==> src/rtl/dfa_pkg.sv <==
package dfa_pkg;
    typedef enum logic {
        TC_DEMAND   = 1'b0,
        TC_PREFETCH = 1'b1
    } tclass_e;
endpackage

==> src/rtl/dfa_rr_arb.sv <==
module dfa_rr_arb #(
    parameter int N = 4
) (
    input  logic         clk,
    input  logic         rst_n,
    input  logic [N-1:0] req,
    input  logic         take,
    output logic [N-1:0] gnt
);
    localparam int IW = (N > 1) ? $clog2(N) : 1;

    typedef struct packed {
        logic [IW-1:0] ptr;
    } rr_state_t;

    rr_state_t st_d, st_q;
    logic      found;

    always_comb begin
        st_d  = st_q;
        gnt   = '0;
        found = 1'b0;
        for (int k = 0; k < N; k++) begin
            if (!found && req[(int'(st_q.ptr) + k) % N]) begin
                gnt[(int'(st_q.ptr) + k) % N] = 1'b1;
                found = 1'b1;
                if (take) st_d.ptr = IW'((int'(st_q.ptr) + k + 1) % N);
            end
        end
    end

    always_ff @(posedge clk) begin
        if (!rst_n) st_q <= '0;
        else        st_q <= st_d;
    end

    // only requesters are granted, at most one
    p_rr_legal_r3: assert property (@(posedge clk) disable iff (!rst_n)
        ((gnt & ~req) == '0) && $onehot0(gnt));
    // a non-empty request set always yields a winner
    p_rr_live_r3: assert property (@(posedge clk) disable iff (!rst_n)
        (|req) |-> (|gnt));
    // an arbiter whose result is unused keeps its pointer
    p_ptr_hold_r7: assert property (@(posedge clk) disable iff (!rst_n)
        !take |=> $stable(st_q.ptr));
endmodule

==> src/rtl/dfa_wait_ctr.sv <==
module dfa_wait_ctr #(
    parameter int W = 8
) (
    input  logic         clk,
    input  logic         rst_n,
    input  logic         pending,
    input  logic         granted,
    input  logic [W-1:0] limit,
    output logic         promoted
);
    typedef struct packed {
        logic [W-1:0] cnt;
    } wc_state_t;

    wc_state_t st_d, st_q;

    always_comb begin
        st_d = st_q;
        if (granted || !pending)  st_d.cnt = '0;
        else if (st_q.cnt < limit) st_d.cnt = st_q.cnt + 1'b1;
        else                       st_d.cnt = limit;
        promoted = (st_q.cnt >= limit);
    end

    always_ff @(posedge clk) begin
        if (!rst_n) st_q <= '0;
        else        st_q <= st_d;
    end

    // the count grows by at most one per cycle
    p_wait_step_r9: assert property (@(posedge clk) disable iff (!rst_n)
        (st_q.cnt != {W{1'b1}}) |=> (st_q.cnt <= $past(st_q.cnt) + 1'b1));
    // a promoted request still waiting stays promoted under a fixed limit
    p_promo_keep_r10: assert property (@(posedge clk) disable iff (!rst_n)
        (promoted && pending && !granted) ##1 $stable(limit) |-> promoted);
endmodule

==> src/rtl/demand_first_out_arb.sv <==
module demand_first_out_arb #(
    parameter int N_IN   = 4,
    parameter int WAIT_W = 8
) (
    input  logic              clk,
    input  logic              rst_n,
    input  logic [WAIT_W-1:0] starve_limit,
    input  logic [N_IN-1:0]   req_valid,
    input  logic [N_IN-1:0]   req_head,
    input  logic [N_IN-1:0]   req_tail,
    input  logic [N_IN-1:0]   req_pf,
    output logic [N_IN-1:0]   grant,
    output logic              grant_valid
);
    import dfa_pkg::*;

    localparam int IW = (N_IN > 1) ? $clog2(N_IN) : 1;

    typedef struct packed {
        logic                    lock;
        logic [IW-1:0]           lidx;
        tclass_e [N_IN-1:0]      cls;
    } top_state_t;

    top_state_t        st_d, st_q;
    tclass_e [N_IN-1:0] cls_eff;
    logic [N_IN-1:0]   pf_pend, dem_pool, pf_pool, promoted;
    logic [N_IN-1:0]   dem_gnt, pf_gnt;
    logic              use_dem, use_pf;
    logic [IW-1:0]     gidx;

    dfa_rr_arb #(.N(N_IN)) u_dem_arb (
        .clk(clk), .rst_n(rst_n), .req(dem_pool), .take(use_dem), .gnt(dem_gnt)
    );

    dfa_rr_arb #(.N(N_IN)) u_pf_arb (
        .clk(clk), .rst_n(rst_n), .req(pf_pool), .take(use_pf), .gnt(pf_gnt)
    );

    for (genvar i = 0; i < N_IN; i++) begin : g_wait
        dfa_wait_ctr #(.W(WAIT_W)) u_wait (
            .clk      (clk),
            .rst_n    (rst_n),
            .pending  (pf_pend[i]),
            .granted  (grant[i]),
            .limit    (starve_limit),
            .promoted (promoted[i])
        );
    end

    always_comb begin
        st_d = st_q;
        for (int i = 0; i < N_IN; i++) begin
            cls_eff[i]  = req_head[i] ? tclass_e'(req_pf[i]) : st_q.cls[i];
            pf_pend[i]  = req_valid[i] && (cls_eff[i] == TC_PREFETCH);
            dem_pool[i] = req_valid[i] && ((cls_eff[i] == TC_DEMAND) || promoted[i]);
            pf_pool[i]  = pf_pend[i] && !promoted[i];
            if (req_valid[i] && req_head[i]) st_d.cls[i] = tclass_e'(req_pf[i]);
        end

        use_dem = !st_q.lock && (|dem_pool);
        use_pf  = !st_q.lock && !(|dem_pool) && (|pf_pool);

        grant = '0;
        if (st_q.lock)    grant[st_q.lidx] = req_valid[st_q.lidx];
        else if (use_dem) grant = dem_gnt;
        else if (use_pf)  grant = pf_gnt;
        grant_valid = |grant;

        gidx = '0;
        for (int i = 0; i < N_IN; i++) begin
            if (grant[i]) gidx = IW'(i);
        end

        if (grant_valid) begin
            if (st_q.lock) begin
                if (req_tail[st_q.lidx]) st_d.lock = 1'b0;
            end else if (!req_tail[gidx]) begin
                st_d.lock = 1'b1;
                st_d.lidx = gidx;
            end
        end
    end

    always_ff @(posedge clk) begin
        if (!rst_n) st_q <= '0;
        else        st_q <= st_d;
    end

    // no requests, no grant
    p_idle_r2: assert property (@(posedge clk) disable iff (!rst_n)
        (req_valid == '0) |-> !grant_valid);
    // one-hot grant to a valid requester, flag matches
    p_grant_legal_r3: assert property (@(posedge clk) disable iff (!rst_n)
        $onehot0(grant) && ((grant & ~req_valid) == '0) && (grant_valid == (grant != '0)));
    // unpromoted prefetch never beats a pending demand
    p_demand_first_r5: assert property (@(posedge clk) disable iff (!rst_n)
        (!st_q.lock && (dem_pool != '0)) |-> ((grant & pf_pool) == '0));
    // a non-tail winner keeps the output next cycle
    p_hold_packet_r8: assert property (@(posedge clk) disable iff (!rst_n)
        (grant_valid && ((grant & ~req_tail) != '0)) |=> (!grant_valid || (grant == $past(grant))));
endmodule

==> config.mk <==
export PLATFORM = sky130hd
export DESIGN_NAME = demand_first_out_arb
export DESIGN_NICKNAME = d
export VERILOG_FILES = /design/src/rtl/dfa_pkg.sv /design/src/rtl/dfa_rr_arb.sv /design/src/rtl/dfa_wait_ctr.sv /design/src/rtl/demand_first_out_arb.sv
export SDC_FILE = /design/constraint.sdc
export NUM_CORES = 1
export LEC_CHECK = 0
export CORE_MARGIN = 2
export CORE_UTILIZATION = 50
export DETAILED_ROUTE_END_ITERATION = 8
export GPL_TIMING_DRIVEN = 1
export PLACE_DENSITY = 0.69
export SLEW_MARGIN = 20
export SYNTH_ARGS = -nofsm -noshare
export SYNTH_HDL_FRONTEND = slang
export SYNTH_HIERARCHICAL = 1
export SYNTH_SLANG_ARGS = --single-unit
==> constraint.sdc <==
create_clock -name clk -period 10.97 [get_ports clk]
set_input_delay 2.194 -clock clk [delete_from_list [all_inputs] [get_ports clk]]
set_output_delay 2.194 -clock clk [all_outputs]
set_load 0.1 [all_outputs]
==> metrics.csv, run 1 <==
metric;value;unit
outcome;complete, no violations;
finalClockSkew;0.01089;ns
nFillCells;826;
critPathMaxFanout;12;
ir_drop;0.00008074;V
drcViolationCount;0;
cts_setup_buffers;0;
nets;605;
cap_violations;0;
num_antenna_cells;0;
antenna_found_initial;0;
place_congestion;0.8542;
synth-seq-area-share;0.1865;
dp_cells;633;
avgViaCountPerCell;6.112;
period_minus_slack;9.912;ns
syn_avg_cell_area;9.213;um2
leakage;1.999;nW
ys_warn_count;6;
power.internal;0.3991;mW
crit_type;in2out;
grt_overflow_total;0;
area_growth;10.90;%
clkPwrFrac;0.208;
drt_iter0_markers;148;
chipHeight;100.1;um
hold_viol_final;0;
switching_share;0.4487;
ys.flop_type;dfxtp_1;
fmax;100.9;MHz
first_pass_iters;5;
combPwrFrac;0.534;
synth_cell_types;73;
wire_per_inst;16.99;um
first_global_vias;3831;
power_density;141.4;mW/mm2
setup_viol;0;
dr_total_vias;3918;
rsz0062_at_grt;no;
wirelength;10890;um
ioPinCount;31;
numCtsBuffers;5;
grt_pass1_wl;18520;um
worst_pin_slew;0.9622;ns
seqPwrFrac;0.258;
dieArea;0.01002;mm2
cp.required;8.78;ns
root_buffer;clkbuf_8;
cts_max_level;2;
grt_max_degree;15;
grt_use_total;0.2261;
synthesis.area;0.004616;mm2
drive_above_1_share;0.2038;
cts_buffer_depth;2;
hold_buffers;0;
cp-start-kind;input pin;
core;0.009109;mm2
port_buffers;30;
power_switching;0.3248;mW
cts_resized;0;
end_kind;primary output;
fin_crit_sh;0.9036;
setup_tns;0;ns
insertion_delay;0.30;ns
ant_nets;0;
dp_hpwl;8455;um
cts_tree;yes;
clkSlewWorstSetupHoldPaths;0.08;ns
row_count;35;
ys_ff_latch;43;
start_util;0.5067;
synthCells;501;
cts.sinks;43;
arrival;7.72;ns
synthArstFlopShare;0;
instances_no_fill;641;
hold_class;reg2reg;
die_width;100.1;um
slew_headroom;0.3565;
slew_violations;0;
syn_nets;577;
synth-edff-count;0;
## cells in the final DEF (no fill, tap or decap), drive strengths merged, types with 9 or more instances in the layout
cell type / n
ha: 50
nand3: 21
nand4: 13
nand2: 26
a211oi: 24
clkdlybuf4s50: 29
xnor2: 12
a221o: 10
nor2: 27
mux4: 9
dfxtp: 43
inv: 55
a21oi: 47
xor2: 12
nor2b: 11
mux2i: 12
o21ai: 23
## path summary, 6_finish.rpt
check                            from                       end  slack [ns]  depth (start not counted)
max                   starve_limit[6]                  grant[3]        1.06                         19
min                           st_q[3]                   st_q[3]        0.51                          2
max reg2reg  g_wait[2].u_wait/st_q[6]  g_wait[1].u_wait/st_q[1]        6.04                         18
min reg2reg                   st_q[3]                   st_q[3]        0.51                          2
## cell type report
type | instances | area (um2) | area share
clock buffer | 6 | 72.57 | 0.01418
clock inverter | 2 | 60.06 | 0.01173
inverter | 55 | 209.0 | 0.04082
multi-input combinational | 394 | 3480 | 0.6798
sequential | 43 | 860.8 | 0.1682
tap | 111 | 138.9 | 0.02713
timing repair buffer | 30 | 297.8 | 0.05818
## worst max-delay path, cell delays in order
cell	delay, ns
clkdlybuf4s50_1	0.69
inv_1	0.08
ha_1	0.31
a21oi_1	0.16
a21boi_1	0.11
or2_4	0.27
nor2_8	0.18
o21ai_0	0.18
o21ai_1	0.38
inv_2	0.15
mux4_2	0.64
nor3b_2	0.36
a221o_1	0.21
nand2_1	0.05
a41oi_1	0.19
a31oi_1	0.10
and2_4	0.22
inv_4	0.09
clkdlybuf4s50_1	1.13
## cells in the mapped netlist, drive strengths merged (5+ instances only)
master  count  area (um2)
a221o      10       100.1
inv        55       209.0
o211ai      8       80.08
nor2       27       186.4
nand4      13       81.33
nand2      26       97.59
xor2       12       105.1
nor2b      11       113.9
a22o        8       70.07
mux4        9       205.2
nor3b       5       47.54
dfxtp      43       860.8
nand3      21       125.1
and3        5       32.53
buf         6       55.05
xnor2      12       105.1
ha         50       625.6
o21ai      23       122.6
a21oi      47       295.3
mux2i      12       123.9
or2         5       41.29
a211oi     24       300.3
## kinds of logic (layout without fill, tap and decap cells)
| family | Yosys count | after routing | synth area share |
|---|---|---|---|
| mux | 23 | 23 | 0.07617 |
| fa+ha+maj | 50 | 50 | 0.1355 |
| flops | 43 | 43 | 0.1865 |
| compound gates | 157 | 157 | 0.2901 |
| buf+inv | 64 | 93 | 0.05964 |
| simple gates | 140 | 140 | 0.2066 |
| xor+xnor | 24 | 24 | 0.04554 |
## registers in the layout (all words and copies together) (netlist names), named ones only
name	flops
u_pf_arb/st_q	1
g_wait.u_wait/st_q	32
st_q	7
u_dem_arb/st_q	1
## per-layer routing
layer | routed length (um) | vias to the layer above | share of wire | GRT usage
met1 | 5122 | 1885 | 0.47 | 0.2948
met3 | 332 | 14 | 0.030 | 0.02577
met2 | 5300 | 74 | 0.49 | 0.3997
li1 | - | 1945 | - | -
met4 | 138 | 0 | 0.013 | 0.05585
met5 | 0 | - | 0 | 0
## power by group through the flow
stage	Sequential, mW	Clock, mW	Combinational, mW
3_3_place_gp	0.190	0	0.381
2_1_floorplan	0.178	0	0.319
3_5_place_dp	0.190	0	0.384
5_1_grt	0.189	0.161	0.417
6_report	0.187	0.151	0.387
4_1_cts	0.186	0.153	0.385
## stage by stage
step	hold slack [ns]	worst slack, ns	utilization	power, mW	cell area [um2]
floorplan	0.4627	1.977	-	0.4977	4616
global placement	0.4774	1.235	0.5474	0.5708	4986
detailed placement	0.4886	1.085	0.5474	0.5740	4986
CTS	0.5094	1.073	0.5620	0.7243	5119
global route	0.5672	0.7437	0.5620	0.7674	5119
finish	0.5078	1.058	0.5620	0.7239	5119
(Power assumes the default switching activity.)
==> run 2, diff against run 1 <==
--- a/config.mk
+++ b/config.mk
@@ -5,12 +5,12 @@
 export SDC_FILE = /design/constraint.sdc
 export NUM_CORES = 1
 export LEC_CHECK = 0
+export CAP_MARGIN = 10
 export CORE_MARGIN = 2
 export CORE_UTILIZATION = 50
 export DETAILED_ROUTE_END_ITERATION = 8
 export GPL_TIMING_DRIVEN = 1
 export PLACE_DENSITY = 0.69
-export SLEW_MARGIN = 20
 export SYNTH_ARGS = -nofsm -noshare
 export SYNTH_HDL_FRONTEND = slang
 export SYNTH_HIERARCHICAL = 1
==> results of run 2 <==
Same layout as run 1: the final DEF is identical, and so are final timing and power.
==> run 3, diff against run 2 <==
--- a/config.mk
+++ b/config.mk
@@ -6,7 +6,6 @@
 export NUM_CORES = 1
 export LEC_CHECK = 0
 export CAP_MARGIN = 10
-export CORE_MARGIN = 2
 export CORE_UTILIZATION = 50
 export DETAILED_ROUTE_END_ITERATION = 8
 export GPL_TIMING_DRIVEN = 1
==> metrics.csv, run 3 (synthesis gave the netlist of run 1 again) <==
metric;value;unit;change
outcome;complete, no violations;;unchanged
largest_reg_flops;32;;unchanged
instances_no_fill;637;;was 641
cp-start-kind;input pin;;unchanged
start_util;0.5216;;was 0.5067
rsz0062_at_grt;no;;unchanged
worst_hold_slack;0.5133;ns;was 0.5078 ns
finalClockSkew;0.01265;ns;was 0.01089 ns
cts_buffer_depth;2;;unchanged
chipHeight;98.08;um;was 100.1 um
core;0.008848;mm2;was 0.009109 mm2
cp.required;8.78;ns;about the same
grt_overflow_total;0;;unchanged
cap_violations;0;;unchanged
avgViaCountPerCell;6.126;;was 6.112
hold_viol_final;0;;unchanged
setup_tns;0;ns;unchanged
power_switching;0.3253;mW;was 0.3248 mW
hold_buffers;0;;unchanged
wire_per_inst;17.25;um;was 16.99 um
dr_total_vias;3902;;was 3,918
fin_crit_sh;0.9145;;was 0.9036
cts_max_level;2;;unchanged
reg_top3;g_wait.u_wait/st_q x32, st_q x7;;unchanged
row_count;34;;was 35
first_pass_iters;4;;was 5
leakage;1.981;nW;was 1.999 nW
root_buffer;clkbuf_8;;unchanged
worst_pin_slew;1.010;ns;was 0.9622 ns
combPwrFrac;0.568;;was 0.534
switching_share;0.4765;;was 0.4487
slew_headroom;0.3245;;was 0.3565
die_width;98.08;um;was 100.1 um
clkPwrFrac;0.159;;was 0.208
grt_pass1_wl;18620;um;was 18,520 um
grt_use_total;0.2360;;was 0.2261
end_kind;primary output;;unchanged
drcViolationCount;0;;unchanged
ioPinCount;31;;unchanged
slew_violations;0;;unchanged
drive_above_1_share;0.2042;;was 0.2038
layout_common_cells;inv_1 (52), ha_1 (50), dfxtp_1 (43);;unchanged
numCtsBuffers;5;;unchanged
crit_type;in2out;;unchanged
hold_class;reg2reg;;unchanged
period_minus_slack;10.03;ns;was 9.912 ns
dieArea;0.009620;mm2;was 0.01002 mm2
wirelength;10990;um;was 10,890 um
clkSlewWorstSetupHoldPaths;0.08;ns;about the same
insertion_delay;0.30;ns;about the same
power.internal;0.3574;mW;was 0.3991 mW
seqPwrFrac;0.273;;was 0.258
drt_iter0_markers;162;;was 148
area_growth;9.840;%;was 10.90%
arrival;7.84;ns;was 7.72 ns
port_buffers;30;;unchanged
ir_drop;0.00009173;V;was 0.00008074 V
first_global_vias;3809;;was 3,831
fmax;99.68;MHz;was 100.9 MHz
setup_viol;0;;unchanged
cts_tree;yes;;unchanged
dp_hpwl;8338;um;was 8455 um
ant_nets;0;;unchanged
power_density;134.7;mW/mm2;was 141.4 mW/mm2
nets;605;;unchanged
num_antenna_cells;0;;unchanged
grt_max_degree;15;;unchanged
place_congestion;0.9333;;was 0.8542
cts.sinks;43;;unchanged
largest_register;g_wait.u_wait/st_q;;unchanged
nFillCells;825;;was 826
dp_cells;630;;was 633
layout_commonest_cell;inv_1;;unchanged
critPathMaxFanout;12;;unchanged
cts_setup_buffers;0;;unchanged
antenna_found_initial;0;;unchanged
cts_resized;0;;unchanged
run 3: critical path: stages:
cell             delay, ns
clkdlybuf4s50_1       0.71
inv_1                 0.08
ha_1                  0.32
a21oi_1               0.16
a21boi_1              0.11
or2_4                 0.27
nor2_8                0.18
o21ai_0               0.15
o21ai_1               0.39
inv_1                 0.24
mux4_2                0.67
nor3b_2               0.36
a221o_1               0.21
nand2_1               0.05
a41oi_1               0.20
a31oi_1               0.10
and2_4                0.22
inv_4                 0.09
clkdlybuf4s50_1       1.14
run 3: power groups by stage:
stage | registers [mW] | clock network, mW | logic [mW]
after CTS | 0.186 | 0.111 | 0.387
after floorplan | 0.178 | 0 | 0.319
after global routing | 0.189 | 0.116 | 0.417
after detailed placement | 0.190 | 0 | 0.385
final | 0.187 | 0.108 | 0.388
after global placement | 0.190 | 0 | 0.380
run 3: layer usage:
layer | global-route usage | vias up | wire (um)
li1 | - | 1946 | -
met1 | 0.3091 | 1876 | 5202
met2 | 0.4133 | 69 | 5363
met3 | 0.02362 | 11 | 281
met4 | 0.06177 | 0 | 142
met5 | 0 | - | 0
run 3: final cells by class:
class                   instances  area, um2  area share
clock buffers                   6      82.58     0.01629
repair buffers                 30      297.8     0.05874
clock inverters                 1      5.005   0.0009872
inverters                      55      209.0     0.04121
flip-flops and latches         43      860.8      0.1698
multi-input cells             394       3480      0.6863
well taps                     108      135.1     0.02665
run 3: worst paths after layout:
kind	start	endpoint	slack (ns)	depth (start not counted)
max	starve_limit[6]	grant[3]	0.94	19
min	st_q[2]	st_q[2]	0.51	2
max reg2reg	g_wait[3].u_wait/st_q[6]	g_wait[1].u_wait/st_q[1]	5.95	18
min reg2reg	st_q[2]	st_q[2]	0.51	2
run 3: per-stage QoR:
stage / total power, mW / setup WS, ns / utilization / area [um2]
CTS: 0.6839 / 1.011 / 0.5730 / 5070
global route: 0.7223 / 0.6790 / 0.5730 / 5070
detailed placement: 0.5752 / 1.023 / 0.5631 / 4982
finish: 0.6827 / 0.9377 / 0.5730 / 5070
global placement: 0.5702 / 1.218 / 0.5631 / 4982
floorplan: 0.4977 / 1.977 / - / 4616
